## src/rtl/wt_pkg.sv

```systemverilog
package wt_pkg;

  localparam int MODE_W    = 8;
  localparam int RUN_BIT   = 0;
  localparam int SHORT_BIT = 1;
  localparam int TONE_LO   = 2;
  localparam int RESTART_B = 7;
  localparam int TONES     = 4;

  typedef struct packed {
    logic [2:0] spare;
    logic [1:0] tone;
    logic       short_sel;
    logic       run;
  } wt_mode_t;

  function automatic wt_mode_t unpack_mode(input logic [MODE_W-1:0] d);
    wt_mode_t m;
    m.run       = d[RUN_BIT];
    m.short_sel = d[SHORT_BIT];
    m.tone      = d[TONE_LO+1:TONE_LO];
    m.spare     = d[6:4];
    return m;
  endfunction

endpackage

```

## src/rtl/wt_prescaler.sv

```systemverilog
module wt_prescaler #(
  parameter int PRE_DIV = 128
) (
  input  logic clk,
  input  logic rst,
  input  logic en,
  input  logic clr,
  output logic tick
);
  localparam int PRE_W = (PRE_DIV > 2) ? $clog2(PRE_DIV) : 1;
  localparam logic [PRE_W-1:0] LAST = PRE_W'(PRE_DIV - 1);

  logic [PRE_W-1:0] cnt_q;

  always_ff @(posedge clk) begin
    if (rst || clr) begin
      cnt_q <= '0;
    end else if (en) begin
      if (cnt_q == LAST) cnt_q <= '0;
      else               cnt_q <= cnt_q + 1'b1;
    end
  end

  assign tick = en && (cnt_q == LAST);

  // count never leaves its modulus
  a_r4_cnt_range: assert property (@(posedge clk) disable iff (rst)
    cnt_q <= LAST);

  // stopped prescaler holds its state
  a_r3_pre_frozen: assert property (@(posedge clk) disable iff (rst)
    (!en && !clr) |=> $stable(cnt_q));

endmodule

```

## src/rtl/wt_chain.sv

```systemverilog
module wt_chain #(
  parameter int CHAIN_W    = 14,
  parameter int SHORT_LOG2 = 7,
  parameter int TAP_LO     = 1
) (
  input  logic       clk,
  input  logic       rst,
  input  logic       tick,
  input  logic       clr,
  output logic       long_evt,
  output logic       short_evt,
  output logic [3:0] taps
);
  logic [CHAIN_W-1:0] cnt_q;

  always_ff @(posedge clk) begin
    if (rst || clr)  cnt_q <= '0;
    else if (tick)   cnt_q <= cnt_q + 1'b1;
  end

  assign long_evt  = tick && (&cnt_q);
  assign short_evt = tick && (&cnt_q[SHORT_LOG2-1:0]);

  // taps[0] is the slowest stage, taps[3] the fastest
  for (genvar g = 0; g < 4; g++) begin : g_tap
    assign taps[g] = cnt_q[TAP_LO + 3 - g];
  end

  // one step per tick
  a_r4_step: assert property (@(posedge clk) disable iff (rst)
    (tick && !clr) |=> (cnt_q - $past(cnt_q)) == CHAIN_W'(1));

  // no tick, no movement
  a_r3_chain_hold: assert property (@(posedge clk) disable iff (rst)
    (!tick && !clr) |=> $stable(cnt_q));

  // restart empties the chain
  a_r8_restart: assert property (@(posedge clk) disable iff (rst)
    clr |=> cnt_q == '0);

endmodule

```

## src/rtl/wt_tone_mux.sv

```systemverilog
module wt_tone_mux (
  input  logic       run,
  input  logic [1:0] tone,
  input  logic [3:0] taps,
  output logic       buzz
);
  always_comb begin
    buzz = 1'b0;
    if (run) buzz = taps[tone];
  end
endmodule

```

## src/rtl/wt_req_flag.sv

```systemverilog
module wt_req_flag (
  input  logic clk,
  input  logic rst,
  input  logic set,
  input  logic clr,
  output logic flag
);
  always_ff @(posedge clk) begin
    if (rst)      flag <= 1'b0;
    else if (set) flag <= 1'b1;
    else if (clr) flag <= 1'b0;
  end

  // set beats clear
  a_r10_set_wins: assert property (@(posedge clk) disable iff (rst)
    set |=> flag);

  // flag is sticky
  a_r9_hold: assert property (@(posedge clk) disable iff (rst)
    (flag && !clr) |=> flag);

  // clear without set drops the flag
  a_r9_clear: assert property (@(posedge clk) disable iff (rst)
    (clr && !set) |=> !flag);

endmodule

```

## src/rtl/watch_buzzer_timer.sv

```systemverilog
module watch_buzzer_timer #(
  parameter int PRE_DIV    = 128,
  parameter int CHAIN_W    = 14,
  parameter int SHORT_LOG2 = 7,
  parameter int TAP_LO     = 1
) (
  input  logic       clk,
  input  logic       rst,
  input  logic       mode_we,
  input  logic [7:0] mode_wdata,
  output logic [7:0] mode_rdata,
  input  logic       wt_req_clr,
  output logic       wt_req,
  output logic       buzz
);
  import wt_pkg::*;

  wt_mode_t   mode_q;
  logic       restart;
  logic       tick;
  logic       long_evt, short_evt, evt;
  logic [3:0] taps;

  always_ff @(posedge clk) begin
    if (rst)          mode_q <= '0;
    else if (mode_we) mode_q <= unpack_mode(mode_wdata);
  end

  assign restart    = mode_we && mode_wdata[RESTART_B];
  assign mode_rdata = {1'b0, mode_q};

  wt_prescaler #(.PRE_DIV(PRE_DIV)) u_pre (
    .clk(clk), .rst(rst), .en(mode_q.run), .clr(restart), .tick(tick));

  wt_chain #(.CHAIN_W(CHAIN_W), .SHORT_LOG2(SHORT_LOG2), .TAP_LO(TAP_LO)) u_chain (
    .clk(clk), .rst(rst), .tick(tick), .clr(restart),
    .long_evt(long_evt), .short_evt(short_evt), .taps(taps));

  assign evt = mode_q.short_sel ? short_evt : long_evt;

  wt_req_flag u_flag (
    .clk(clk), .rst(rst), .set(evt), .clr(wt_req_clr), .flag(wt_req));

  wt_tone_mux u_mux (
    .run(mode_q.run), .tone(mode_q.tone), .taps(taps), .buzz(buzz));

  // stopped timer keeps the buzzer low
  a_r3_quiet: assert property (@(posedge clk) disable iff (rst)
    !mode_q.run |-> !buzz);

  // stopped timer raises no request
  a_r3_no_req: assert property (@(posedge clk) disable iff (rst)
    (!mode_q.run && !wt_req) |=> !wt_req);

  // a write is visible on readback next cycle
  a_r2_readback: assert property (@(posedge clk) disable iff (rst)
    mode_we |=> mode_rdata == {1'b0, $past(mode_wdata[6:0])});

endmodule

```

## config.mk

```make
export PLATFORM = sky130hd
export DESIGN_NAME = watch_buzzer_timer
export DESIGN_NICKNAME = d
export VERILOG_FILES = /design/src/rtl/wt_pkg.sv /design/src/rtl/wt_prescaler.sv /design/src/rtl/wt_chain.sv /design/src/rtl/wt_tone_mux.sv /design/src/rtl/wt_req_flag.sv /design/src/rtl/watch_buzzer_timer.sv
export SDC_FILE = /design/constraint.sdc
export NUM_CORES = 1
export LEC_CHECK = 0
export BUFFER_PORTS_ARGS = -buffer_cell sky130_fd_sc_hd__buf_4
export CAP_MARGIN = 10
export CORE_ASPECT_RATIO = 1.25
export CORE_UTILIZATION = 50
export DETAILED_ROUTE_END_ITERATION = 10
export GPL_TIMING_DRIVEN = 1
export MAX_ROUTING_LAYER = met4
export PLACE_DENSITY = 0.78
export RECOVER_POWER = 50
export SYNTH_ARGS = -nofsm -noshare
export SYNTH_HDL_FRONTEND = slang
export SYNTH_SLANG_ARGS = --single-unit
```

## constraint.sdc

```tcl
create_clock -name clk -period 3.62 [get_ports clk]
set_input_delay 0.543 -clock clk [delete_from_list [all_inputs] [get_ports clk]]
set_output_delay 0.543 -clock clk [all_outputs]
set_load 0.02 [all_outputs]
```

## Yosys cells after proc, flatten, opt, wreduce, memory -nomap -nowiden

Cells that the tools add are included.

- Flip-flop bits (word level): 29
- Bits in latches: 0
- RAM bits: 0
- ROM bits: 0
- Output and inout port bits: 10
- Word-level logic and storage cells: 26
- Memories: 0

- $add $sub $neg: 2
- Multiply operators: 0
- Div/mod/pow operators: 0
- Magnitude comparators: 1
- Eq/ne operators: 1
- Shifts and indexed selects: 0
- Muxes and demuxes: 7
- Bitwise logic cells: 0
- Reductions and logical operators: 8

Operators with widths:

| operator | count |
|---|---|
| adder 14 x 1 -> 14 bit (second input constant) | 1 |
| AND reduction 14 bit | 1 |
| adder 7 x 1 -> 7 bit (second input constant) | 1 |
| == test 7 bit (second input constant) | 1 |
| two-way mux 7 bit | 1 |
| AND reduction 7 bit | 1 |
| two-way mux 1 bit | 5 |
| logical AND 1 bit | 4 |
| < comparator 2 x 3 -> 1 bit (second input constant) | 1 |
| binary-select mux 1 bit (select 2 bit) | 1 |
| nonzero test 2 bit | 1 |
| logical OR 1 bit | 1 |

## Logic depth before layout (Yosys ltp)

Gate-level depths: netlist of the first run.

- Word-level depth: 5
- Depth in mapped cells: 6
- Mapped depth without buffers: 5

## Modules after synthesis

From an unflattened synthesis of the first run, not the netlist that was laid out.

- Cells, all modules: 156
- Area total of the unflattened synthesis: 1397.6 µm²

Modules (own cells, without submodules):

| module | times used | cells an instance | area each (µm²) | seq. area each (µm²) |
|---|---|---|---|---|
| wt_chain | 1 | 81 | 701.9 | 280.3 |
| wt_prescaler | 1 | 43 | 350.3 | 140.1 |
| watch_buzzer_timer | 1 | 26 | 277.8 | 140.1 |
| wt_req_flag | 1 | 4 | 38.8 | 20.0 |
| wt_tone_mux | 1 | 2 | 28.8 | 0.0 |

## Worst setup path after synthesis of the first run

No wires, ideal clock.

- Path kind: flip-flop to output port
- From: register mode_q, in the netlist mode_rdata[2]
- To: output buzz
- Arrival time: 1234 ps
- Path slack: 1843 ps
- Stages on the path, launching flop included: 3
- Cell sequence: dfxtp_1 mux4_1 and2_1

- Word-level cells in the longest chain between the ends: 3

Ends and longest elaborated chain:

| item | RTL line | RTL |
|---|---|---|
| start: declaration | watch_buzzer_timer.sv:18 | `wt_mode_t mode_q;` |
| start signal: assignment | watch_buzzer_timer.sv:26 | `else if (mode_we) mode_q <= unpack_mode(mode_wdata);` |
| binary-select mux 1 bit (select 2 bit) | wt_tone_mux.sv:9 | `if (run) buzz = taps[tone];` |
| two-way mux 1 bit (not written as such) | wt_tone_mux.sv:9 |  |
| two-way mux 1 bit | wt_tone_mux.sv:9 |  |
| end: declaration | watch_buzzer_timer.sv:14 | `output logic buzz` |

No other way between the ends. The select of a mux whose other input is x is not followed.

## Worst setup path after layout of the first run

- From: register u_pre.cnt_q[0]
- To: register u_chain.cnt_q[10]

- Word-level cells in the longest chain between the ends: 2

Ends and longest elaborated chain:

| item | RTL line | RTL |
|---|---|---|
| start: declaration | wt_prescaler.sv:13 | `logic [PRE_W-1:0] cnt_q;` |
| start signal: assignment | wt_prescaler.sv:20 | `else cnt_q <= cnt_q + 1'b1;` |
| == test 7 bit | wt_prescaler.sv:24 | `assign tick = en && (cnt_q == LAST);` |
| logical AND 1 bit | wt_prescaler.sv:24 |  |
| end signal: assignment | wt_chain.sv:18 | `else if (tick) cnt_q <= cnt_q + 1'b1;` |
| end: declaration | wt_chain.sv:14 | `logic [CHAIN_W-1:0] cnt_q;` |

No other way between the ends.
A chain may end at the register's enable or synchronous reset.

==> results of run 1 <==
## cells by family after synthesis
kind of cell,after synthesis
flops,29
fa+ha+maj,2
xor+xnor,13
compound gates,17
other cells,1
buf+inv,11
mux,9
simple gates,63
## power breakdown
part	switching, W	total [W]	internal, W
Combinational	0.0000210	0.0000374	0.0000164
Clock	0.000101	0.000192	0.0000914
Sequential	0.00000495	0.000329	0.000324
## worst register-to-register path: stages (launching register included)
cell and delay [ns]:
dfxtp_1 0.38, ha_1 0.22, nand4_2 0.28, or4_4 0.65, or3_1 0.37, a21oi_1 0.14
## through the flow
step            util  power (W)  std cells
2_1_floorplan      -   0.000362        145
6_report       0.605   0.000559        196
5_1_grt        0.605   0.000581        196
3_5_place_dp   0.596   0.000379        189
4_1_cts        0.619   0.000570        196
3_3_place_gp   0.596   0.000377        189
## cell type report
class | instances | share of cell area
clock buffers | 7 | 0.0371
repair buffers | 20 | 0.0784
well taps | 33 | 0.0278
multi-input cells | 105 | 0.460
inverters | 2 | 0.00506
flip-flops and latches | 29 | 0.391
## state kept, by name (all words and copies together) (netlist names)
register       count
mode_rdata         7
u_chain.cnt_q     14
u_flag.flag        1
u_pre.cnt_q        7
## layer usage
metal / global-route usage / vias to the layer above
met5: - / -
met3: 0.0823 / 4
li1: - / 551
met2: 0.347 / 23
met4: 0.107 / 0
met1: 0.201 / 493
## cell usage after synthesis (all sizes together)
cell,n
a21o,1
a21oi,8
a41o,1
and2,2
and4,3
buf,4
clkbuf,5
conb,1
dfxtp,29
ha,2
inv,2
mux2i,8
mux4,1
nand2,7
nand2b,1
nand3,8
nand4,5
nand4b,2
nor2,20
nor3,6
nor4,3
o21ai,6
o31ai,1
or3,3
or4,3
xnor2,10
xor2,3
## layout by cell type, fill, tap and decap left out, drive strengths merged
master  Yosys  routed
o21ai       6       6
nand4b      2       2
nor4        3       3
xor2        3       3
nand4       5       5
and4        3       3
nor2       20      20
inv         2       2
mux2i       8       8
a21o        1       1
nand2       7       7
a21oi       8       8
ha          2       2
nor3        6       6
and2        2       2
dfxtp      29      29
nand2b      1       1
buf         4      11
xnor2      10      10
conb        1       1
o31ai       1       1
clkbuf      5      16
or4         3       3
a41o        1       1
or3         3       3
mux4        1       1
nand3       8       8
## worst paths after layout
| check | slack (ns) | cells after the start | endpoint |
|---|---|---|---|
| max | 1.51 | 5 | u_chain.cnt_q[10]$_SDFFE_PP0P_ |
| min | 0.44 | 2 | u_flag.flag$_SDFFE_PP0P_ |
| max reg2reg | 1.51 | 5 | u_chain.cnt_q[10]$_SDFFE_PP0P_ |
| min reg2reg | 0.47 | 2 | u_flag.flag$_SDFFE_PP0P_ |
==> reports/metrics.cfg, run 1 <==
[clocking]
cts_root_buf = clkbuf_4
clk_pin_slew_worst_paths_ns = 0.08
clock_latency_ns = 0.32
clk_path_buf_depth = 2
post-cts-setup-buffers = 0
cts_inserted_buffers = 5
cts_sinks = 29
cts_hold_buf = 0
h-tree-depth = 2
cts_resized = 0
cts_tree = built

[setup_path]
worst_path_dominant_cell_family = simple AND/OR/NAND/NOR gates
critPathKind = reg -> reg
cpMaxStageDelayCell = or4_4
crit_start = u_pre.cnt_q[0]$_SDFFE_PP0P_
crit_path_cell_trace = ha_1, nand4_2, or4_4, or3_1, a21oi_1
start_kind = register
slowest_delay_ns = 0.65
required_ns = 3.87
regToRegStartpoint = u_pre.cnt_q[0]$_SDFFE_PP0P_
critPathArrivalTime_ns = 2.36
worstPathMaxFanout = 12
end_kind = register
crit_buf_inv = 0

[sta]
setup_slack_ns = 1.51
maxClockFrequency_ghz = 0.474
slew_headroom = 0.573
tightest_slew_ns = 0.640
hold_slack_ns = 0.443
fin_crit_sh = 0.583
fin_skew_ns = 0.00260
fin_tns_setup_ns = 0
fin_crit_ns = 2.11
hold_violations = 0
rsz0062_at_grt = false
finalSetupViolCount = 0
maxSlewViolCount = 0

[floorplan]
row_count = 20
die_h_um = 59.4
start_util = 0.537
die_w_um = 47.9
num_io_pins = 22
dieArea_um2 = 2840
core_area_um2 = 2450

[logic_synthesis]
synth_adder_area_share = 0.0190
synth_simple_gate_area_frac = 0.258
postSynthAreaPerCell_um2 = 9.08
synthTopCellsByArea = dfxtp_1, xnor2_1, mux2i_1, nor2_1, a21oi_1
synth_warnings = 0
synthMuxAreaShare = 0.0808
yosysTopAreaCell = dfxtp_1
yosysTopAreaCellShare = 0.441
synth_compound_area_frac = 0.0722
synth_nets = 159
syn_inst = 145
synth-seq-cells = 29
synth_top_family_by_area = simple AND/OR/NAND/NOR gates
seq_area_frac_synth = 0.441
synth_cell_type_count = 30
synth_xor_area_frac = 0.0865
syn_area_um2 = 1320

[detailed_routing]
drt_iter0_markers = 18
met1_length_mm = 1.05
route.vias.total = 1071
ant_nets = 0
dr_wl_met3_um = 106
wirelength_mm = 2.49
avgRoutedWirePerCell_um = 12.7
met2_length_mm = 1.30
dr.pass1.iters = 4
top_layer_used = met4
via_per_inst = 5.46
drc_errors = 0

[placed_design]
place_area_um2 = 1460
gp_congestion = 0.796
hpwl_mm = 1.90
dp_slack_ns = 1.53
io_buffers = 20

[grt]
grt_usage = 0.209
grt.overflow.total = 0
grt_first_pass_wirelength_mm = 3.91
grt_pass1_vias = 971
grt_max_degree = 22
antenna_found_initial = 0

[pwr]
ir_worst_vdd_v = 0.000281
p_per_area_nw_per_um2 = 377
p_leak_nw = 0.530

[layout]
diodes = 0
syn2layout_area_growth_pct = 12.7
nets = 177
n_fill_cell = 253
drive_above_1_share = 0.123
seq_area_um2 = 581
multi_input_area_um2 = 683
fin_area_um2 = 1480

[run_status]
outcome = complete, no violations

[worst_hold_path]
holdCritPathClass = in -> reg
hold_start = rst

[job]
maxCapViolCount = 0

(Power assumes the default switching activity.)
==> run 2: changes to the inputs <==
--- a/config.mk
+++ b/config.mk
@@ -5,6 +5,7 @@
 export SDC_FILE = /design/constraint.sdc
 export NUM_CORES = 1
 export LEC_CHECK = 0
+export ABC_AREA = 1
 export BUFFER_PORTS_ARGS = -buffer_cell sky130_fd_sc_hd__buf_4
 export CAP_MARGIN = 10
 export CORE_ASPECT_RATIO = 1.25
==> constraint.sdc (replaced) <==
create_clock -name clk -period 2.1 [get_ports clk]
set_input_delay 0.315 -clock clk [delete_from_list [all_inputs] [get_ports clk]]
set_output_delay 0.315 -clock clk [all_outputs]
set_load 0.02 [all_outputs]
==> run 2 against run 1 <==
  * Die area increased by 4.7%
  * Combinational power increased by 110%
  * Synthesized cell count increased by 27%
  * Largest cell class unchanged
  * Highest routed layer unchanged
  * Largest power group unchanged
  * Sequential power increased by 72%
  * Final cell count increased by 23%
  * Synthesized area increased by 4.8%
  * Total power increased by 72%
  * Cell area increased by 5.3%
  * Register-to-register slack got worse by 0.80 ns
==> reports/metrics.cfg, run 2 <==
[detailed_routing]
wirelength_mm = 2.77  ; +11%
drt_iter0_markers = 31  ; +13
drc_errors = 0  ; unchanged
via_per_inst = 5.08  ; -7.0%
dr.pass1.iters = 4  ; unchanged
route.vias.total = 1225  ; +14%
avgRoutedWirePerCell_um = 11.5  ; -9.4%
ant_nets = 0  ; unchanged

[setup_path]
crit_top_cell = a21oi_1
worstPathMaxFanout = 6  ; -6
crit_buf_inv = 2  ; +2
start_kind = register
critPathArrivalTime_ns = 1.36  ; -1.00 ns
required_ns = 1.78  ; -2.09 ns
critPathKind = reg -> out
end_kind = primary output
worst_path_dominant_cell_family = flip-flops
cpMaxStageDelayCell = dfxtp_1
crit_path_cell_trace = inv_1, a21oi_1, o21ai_0, a21oi_1, buf_4
slowest_delay_ns = 0.44  ; -0.21 ns

[clocking]
cts_hold_buf = 0  ; unchanged
cts_inserted_buffers = 5  ; unchanged
post-cts-setup-buffers = 0  ; unchanged
clk_pin_slew_worst_paths_ns = 0.09  ; about the same
cts_tree = built
clock_latency_ns = 0.32  ; about the same
cts_root_buf = clkbuf_4
h-tree-depth = 2  ; unchanged
cts_resized = 0  ; unchanged
cts_sinks = 29  ; unchanged
clk_path_buf_depth = 2  ; unchanged

[layout]
drive_above_1_share = 0.135  ; +0.0119
n_fill_cell = 249  ; -1.6%
largest_register = u_chain.cnt_q
syn2layout_area_growth_pct = 13.2
stdcell_count = 241  ; +23%
mostFrequentLayoutCells = nand2_1, nor2_1, dfxtp_1
largest_register_ffs = 14  ; unchanged
nets = 221  ; +25%
final_common_cell = nand2_1
diodes = 0  ; unchanged
finalCoreUtilization = 0.618  ; +0.0132

[pwr]
p_leak_nw = 0.630  ; +19%
p_per_area_nw_per_um2 = 614  ; +63%
ir_worst_vdd_v = 0.000393  ; +40%

[logic_synthesis]
synthTopCellsByArea = dfxtp_1, nand2_1, nor2_1, a21oi_1, inv_1
synth_async_sr_flop_share = 0  ; unchanged
syn_inst = 184  ; +27%
synth_edf_count = 0  ; unchanged
synth_warnings = 0  ; unchanged
yosysTopAreaCellShare = 0.421  ; -0.0204
synth_cell_type_count = 26  ; -13%
postSynthAreaPerCell_um2 = 7.50  ; -17%
synth-seq-cells = 29  ; unchanged
syn_area_um2 = 1380  ; +4.8%
synth_ff_type = dfxtp_1
yosysTopAreaCell = dfxtp_1
seq_area_frac_synth = 0.421  ; -0.0204
ys_top_cells_by_count = nand2_1, dfxtp_1, nor2_1, inv_1, a21oi_1
synth_nets = 198  ; +25%
synth_most_common_cell = nand2_1

[sta]
setup_slack_ns = 0.422  ; -1.09 ns
fin_crit_ns = 1.68
fin_crit_sh = 0.799
fin_tns_setup_ns = 0  ; unchanged
hold_violations = 0  ; unchanged
maxSlewViolCount = 0  ; unchanged
slew_headroom = 0.659  ; +0.0854
finalSetupViolCount = 0  ; unchanged
hold_slack_ns = 0.226  ; -0.217 ns
tightest_slew_ns = 0.512  ; -0.128 ns
fin_skew_ns = 0.00956  ; +0.00696 ns
maxClockFrequency_ghz = 0.596
rsz0062_at_grt = false

[worst_hold_path]
holdCritPathClass = in -> reg

[floorplan]
start_util = 0.546  ; +0.00931
core_area_um2 = 2530  ; +3.1%
die_h_um = 60.7  ; +2.3%
row_count = 20  ; unchanged
num_io_pins = 22  ; unchanged
dieArea_um2 = 2980  ; +4.7%
die_w_um = 49.0  ; +2.3%

[grt]
grt.overflow.total = 0  ; unchanged
grt_max_degree = 13  ; -41%
grt_usage = 0.221  ; +0.0120
antenna_found_initial = 0  ; unchanged
grt_first_pass_wirelength_mm = 4.81  ; +23%
grt_pass1_vias = 1204  ; +24%

[placed_design]
dp_slack_ns = 0.723  ; -0.808 ns
hpwl_mm = 2.11  ; +11%
gp_congestion = 0.924  ; +16%
io_buffers = 20  ; unchanged
place_inst = 233  ; +23%

[job]
maxCapViolCount = 0  ; unchanged

[run_status]
outcome = complete, no violations

## run 2: report_power, final
group / switching [W] / leakage (nW) / internal, W
registers: 0.00000770 / 0.235 / 0.000560
clock network: 0.000181 / 0.0265 / 0.000133
logic: 0.0000480 / 0.368 / 0.0000294
total: 0.000237 / 0.630 / 0.000722
## run 2: worst paths after layout
path / start / end / slack [ns] / cells after the start
worst max-delay path: u_chain.cnt_q[3]$_SDFFE_PP0P_ / buzz / 0.42 / 5
worst min-delay path: rst / u_flag.flag$_SDFFE_PP0P_ / 0.23 / 2
worst max register to register: u_pre.cnt_q[0]$_SDFFE_PP0P_ / u_chain.cnt_q[13]$_SDFFE_PP0P_ / 0.71 / 8
worst min register to register: mode_rdata[4]$_SDFFE_PP0P_ / mode_rdata[4]$_SDFFE_PP0P_ / 0.47 / 2
## run 2: area by class of cell
type	instances	area (um2)	area share
tap	33	41.3	0.0264
clock buffer	8	48.8	0.0312
sequential	29	581	0.371
multi-input combinational	128	689	0.441
timing repair buffer	21	120	0.0769
inverter	22	82.6	0.0528
## run 2: metal layers
metal	part of all wire	wire length (um)	GRT usage	up-vias
li1	-	-	-	635
met1	0.42	1170	0.225	544
met2	0.51	1410	0.401	41
met3	0.052	145	0.0501	5
met4	0.017	47	0.118	0
met5	0	0	-	-
## run 2: kinds of logic (layout without fill, tap and decap cells)
kind of cell    count (synthesis)  after routing  synth area share
compound gates                 34             34             0.133
fa+ha+maj                       2              2            0.0181
simple gates                   86             86             0.314
xor+xnor                        5              5            0.0317
flops                          29             29             0.421
other cells                     1              1           0.00272
buf+inv                        27             51            0.0798
## run 2: per-stage QoR
step | power [W] | area, um2
5_1_grt | 0.000998 | 1560
6_report | 0.000959 | 1560
2_1_floorplan | 0.000629 | 1380
4_1_cts | 0.000977 | 1600
3_3_place_gp | 0.000664 | 1550
3_5_place_dp | 0.000666 | 1550
==> run 3: changes to the inputs <==
--- a/config.mk
+++ b/config.mk
@@ -9,11 +9,11 @@
 export BUFFER_PORTS_ARGS = -buffer_cell sky130_fd_sc_hd__buf_4
 export CAP_MARGIN = 10
 export CORE_ASPECT_RATIO = 1.25
-export CORE_UTILIZATION = 50
+export CORE_UTILIZATION = 49
 export DETAILED_ROUTE_END_ITERATION = 10
 export GPL_TIMING_DRIVEN = 1
 export MAX_ROUTING_LAYER = met4
-export PLACE_DENSITY = 0.78
+export PLACE_DENSITY = 0.79
 export RECOVER_POWER = 50
 export SYNTH_ARGS = -nofsm -noshare
 export SYNTH_HDL_FRONTEND = slang
==> constraint.sdc (replaced) <==
create_clock -name clk -period 1.5 [get_ports clk]
set_input_delay 0.225 -clock clk [delete_from_list [all_inputs] [get_ports clk]]
set_output_delay 0.225 -clock clk [all_outputs]
set_load 0.02 [all_outputs]
==> run 3 against run 2 <==
  * Sequential share of layout area shrank 1.7 points
  * Critical path depth unchanged
  * Final cell count up 1.7%
  * Clock power rose by 50%
  * Register-to-register slack worse by 0.60 ns
  * Worst setup slack got worse by 0.40 ns
==> reports/metrics.cfg, run 3 (synthesis results as in run 2) <==
[run_status]
outcome = complete, no violations

[layout]
diodes = 0  ; unchanged
n_fill_cell = 233  ; -6.4%
final_common_cell = nand2_1
largest_register = u_chain.cnt_q
fin_area_um2 = 1660  ; +6.1%
nets = 225  ; +1.8%
drive_above_1_share = 0.242  ; +0.107
finalCoreUtilization = 0.619  ; about the same
syn2layout_area_growth_pct = 20.1
mostFrequentLayoutCells = nand2_1, nor2_1, buf_4, dfxtp_1, inv_1
largest_register_ffs = 14  ; unchanged

[worst_hold_path]
holdPathStages = 2  ; unchanged
hold_end = mode_rdata[2]$_SDFFE_PP0P_
holdCritPathClass = in -> reg
hold_start = rst

[detailed_routing]
drt_iter0_markers = 38  ; +23%
drc_errors = 0  ; unchanged
wirelength_mm = 2.82  ; +1.5%
ant_nets = 0  ; unchanged
dr.pass1.iters = 4  ; unchanged
via_per_inst = 5.07  ; -0.27%
avgRoutedWirePerCell_um = 11.5  ; -0.14%
route.vias.total = 1242  ; +1.4%

[grt]
grt_usage = 0.212  ; -0.00946
antenna_found_initial = 0  ; unchanged
grt_max_degree = 12  ; -1
grt.overflow.total = 0  ; unchanged
grt_first_pass_wirelength_mm = 4.47  ; -7.0%
grt_pass1_vias = 1056  ; -12%

[setup_path]
slowest_delay_ns = 0.37  ; -0.07 ns
worstPathMaxFanout = 3  ; -3
required_ns = 1.27  ; -0.51 ns
cpMaxStageDelayCell = dfxtp_2
regToRegStartpoint = u_pre.cnt_q[0]$_SDFFE_PP0P_
reg2reg_setup_slack_ns = 0.11  ; -0.60 ns
crit_path_cell_trace = inv_2, a21oi_2, o21ai_1, a21oi_1, buf_4
r2r_end = u_flag.flag$_SDFFE_PP0P_
start_kind = register
critPathKind = reg -> out
critPathArrivalTime_ns = 1.25  ; -0.11 ns
end_kind = primary output
reg2reg_depth = 9  ; +1

[clocking]
clk_path_buf_depth = 2  ; unchanged
cts_inserted_buffers = 5  ; unchanged
cts_sinks = 29  ; unchanged
cts_root_buf = clkbuf_4
cts_hold_buf = 0  ; unchanged
clock_latency_ns = 0.32  ; about the same
cts_tree = built
clk_pin_slew_worst_paths_ns = 0.09  ; about the same
h-tree-depth = 2  ; unchanged

[pwr]
p_switching_w = 0.000332  ; +40%
ir_worst_vdd_v = 0.000774  ; +97%
p_int_w = 0.00106  ; +47%
p_per_area_nw_per_um2 = 841  ; +37%
pwr-share-comb = 0.092  ; +0.011
clockPowerShare = 0.338  ; +0.010
switching_share = 0.238  ; -0.00869
p_leak_nw = 0.697  ; +11%
power_frac_seq = 0.570  ; -0.022

[floorplan]
die_w_um = 49.5  ; +0.97%
die_h_um = 61.3  ; +0.98%
row_count = 21  ; +5.0%
num_io_pins = 22  ; unchanged
dieArea_um2 = 3030  ; +2.0%
start_util = 0.515  ; -0.0311
core_area_um2 = 2680  ; +6.0%

[sta]
fin_crit_ns = 1.48
hold_violations = 0  ; unchanged
rsz0062_at_grt = true
finalSetupViolCount = 0  ; unchanged
fin_skew_ns = 0.0138  ; +0.00428 ns
fin_crit_sh = 0.986
maxSlewViolCount = 0  ; unchanged
maxClockFrequency_ghz = 0.676

[placed_design]
place_area_um2 = 1550  ; about the same
io_buffers = 20  ; unchanged
hpwl_mm = 2.05  ; -3.1%
gp_congestion = 0.944  ; +2.2%

[job]
maxCapViolCount = 0  ; unchanged

==> run 3: cell count changes in the layout (fill, tap and decap cells not counted), sizes merged <==
| cell | delta |
|---|---|
| clkbuf | -11 |
| buf | +14 |
==> run 3: cell type report <==
class / instances / area [um2] / share of cell area
inverter: 22 / 82.6 / 0.0498
tap: 34 / 42.5 / 0.0257
multi-input combinational: 128 / 702 / 0.423
timing repair buffer: 25 / 188 / 0.113
clock buffer: 7 / 55.1 / 0.0332
sequential: 29 / 588 / 0.355
==> run 3: what timing repair did <==
action                                  4_1_cts  5_1_grt
gates resized for setup                       3        9
setup buffers                                 0        4
pin swaps                                     0        2
endpoints found under the setup margin        1        2
==> run 3: layer usage <==
metal | up-vias | track usage | wire length, um
met5 | - | - | 0
met4 | 0 | 0.110 | 56
met3 | 4 | 0.0667 | 111
met2 | 35 | 0.376 | 1430
met1 | 558 | 0.212 | 1220
li1 | 645 | - | -
==> run 3: worst max path at each step <==
stage                                             start                             end  slack (ns)  cells past startpoint
after floorplan              mode_rdata[2]$_SDFFE_PP0P_                            buzz        0.19                      4
after global placement      u_pre.cnt_q[0]$_SDFFE_PP0P_  u_chain.cnt_q[13]$_SDFFE_PP0P_        0.15                      8
after detailed placement    u_pre.cnt_q[0]$_SDFFE_PP0P_  u_chain.cnt_q[11]$_SDFFE_PP0P_        0.09                      8
after CTS                 u_chain.cnt_q[3]$_SDFFE_PP0P_                            buzz       0.008                      5
after global routing         mode_rdata[2]$_SDFFE_PP0P_                            buzz       -0.06                      5
final                        mode_rdata[2]$_SDFFE_PP0P_                            buzz        0.02                      5
==> run 3: metrics by stage <==
step | setup WS, ns | std cells | hold WS, ns | power, W | TNS (ns)
after floorplan | 0.185 | 184 | 0.365 | 0.000881 | 0
after global placement | 0.152 | 234 | 0.452 | 0.000930 | 0
after detailed placement | 0.0912 | 234 | 0.461 | 0.000933 | 0
after CTS | 0.00808 | 241 | 0.111 | 0.00141 | 0
after global routing | -0.0634 | 245 | 0.119 | 0.00145 | -0.0634
final | 0.0216 | 245 | 0.131 | 0.00139 | 0
==> run 3: power groups by stage <==
stage	sequential (W)	clock (W)	combinational (W)
after detailed placement	0.000813	0	0.000120
after global placement	0.000812	0	0.000117
final	0.000795	0.000471	0.000129
after CTS	0.000795	0.000491	0.000120
after global routing	0.000797	0.000514	0.000141
after floorplan	0.000823	0	0.0000580
==> run 3: worst max-delay path: cells and delay by family (launching register included) <==
kind                   cells  cell delay [ns]
AOI/OAI and AO/OA          3             0.35
buffers and inverters      2             0.21
DFF                        1             0.37
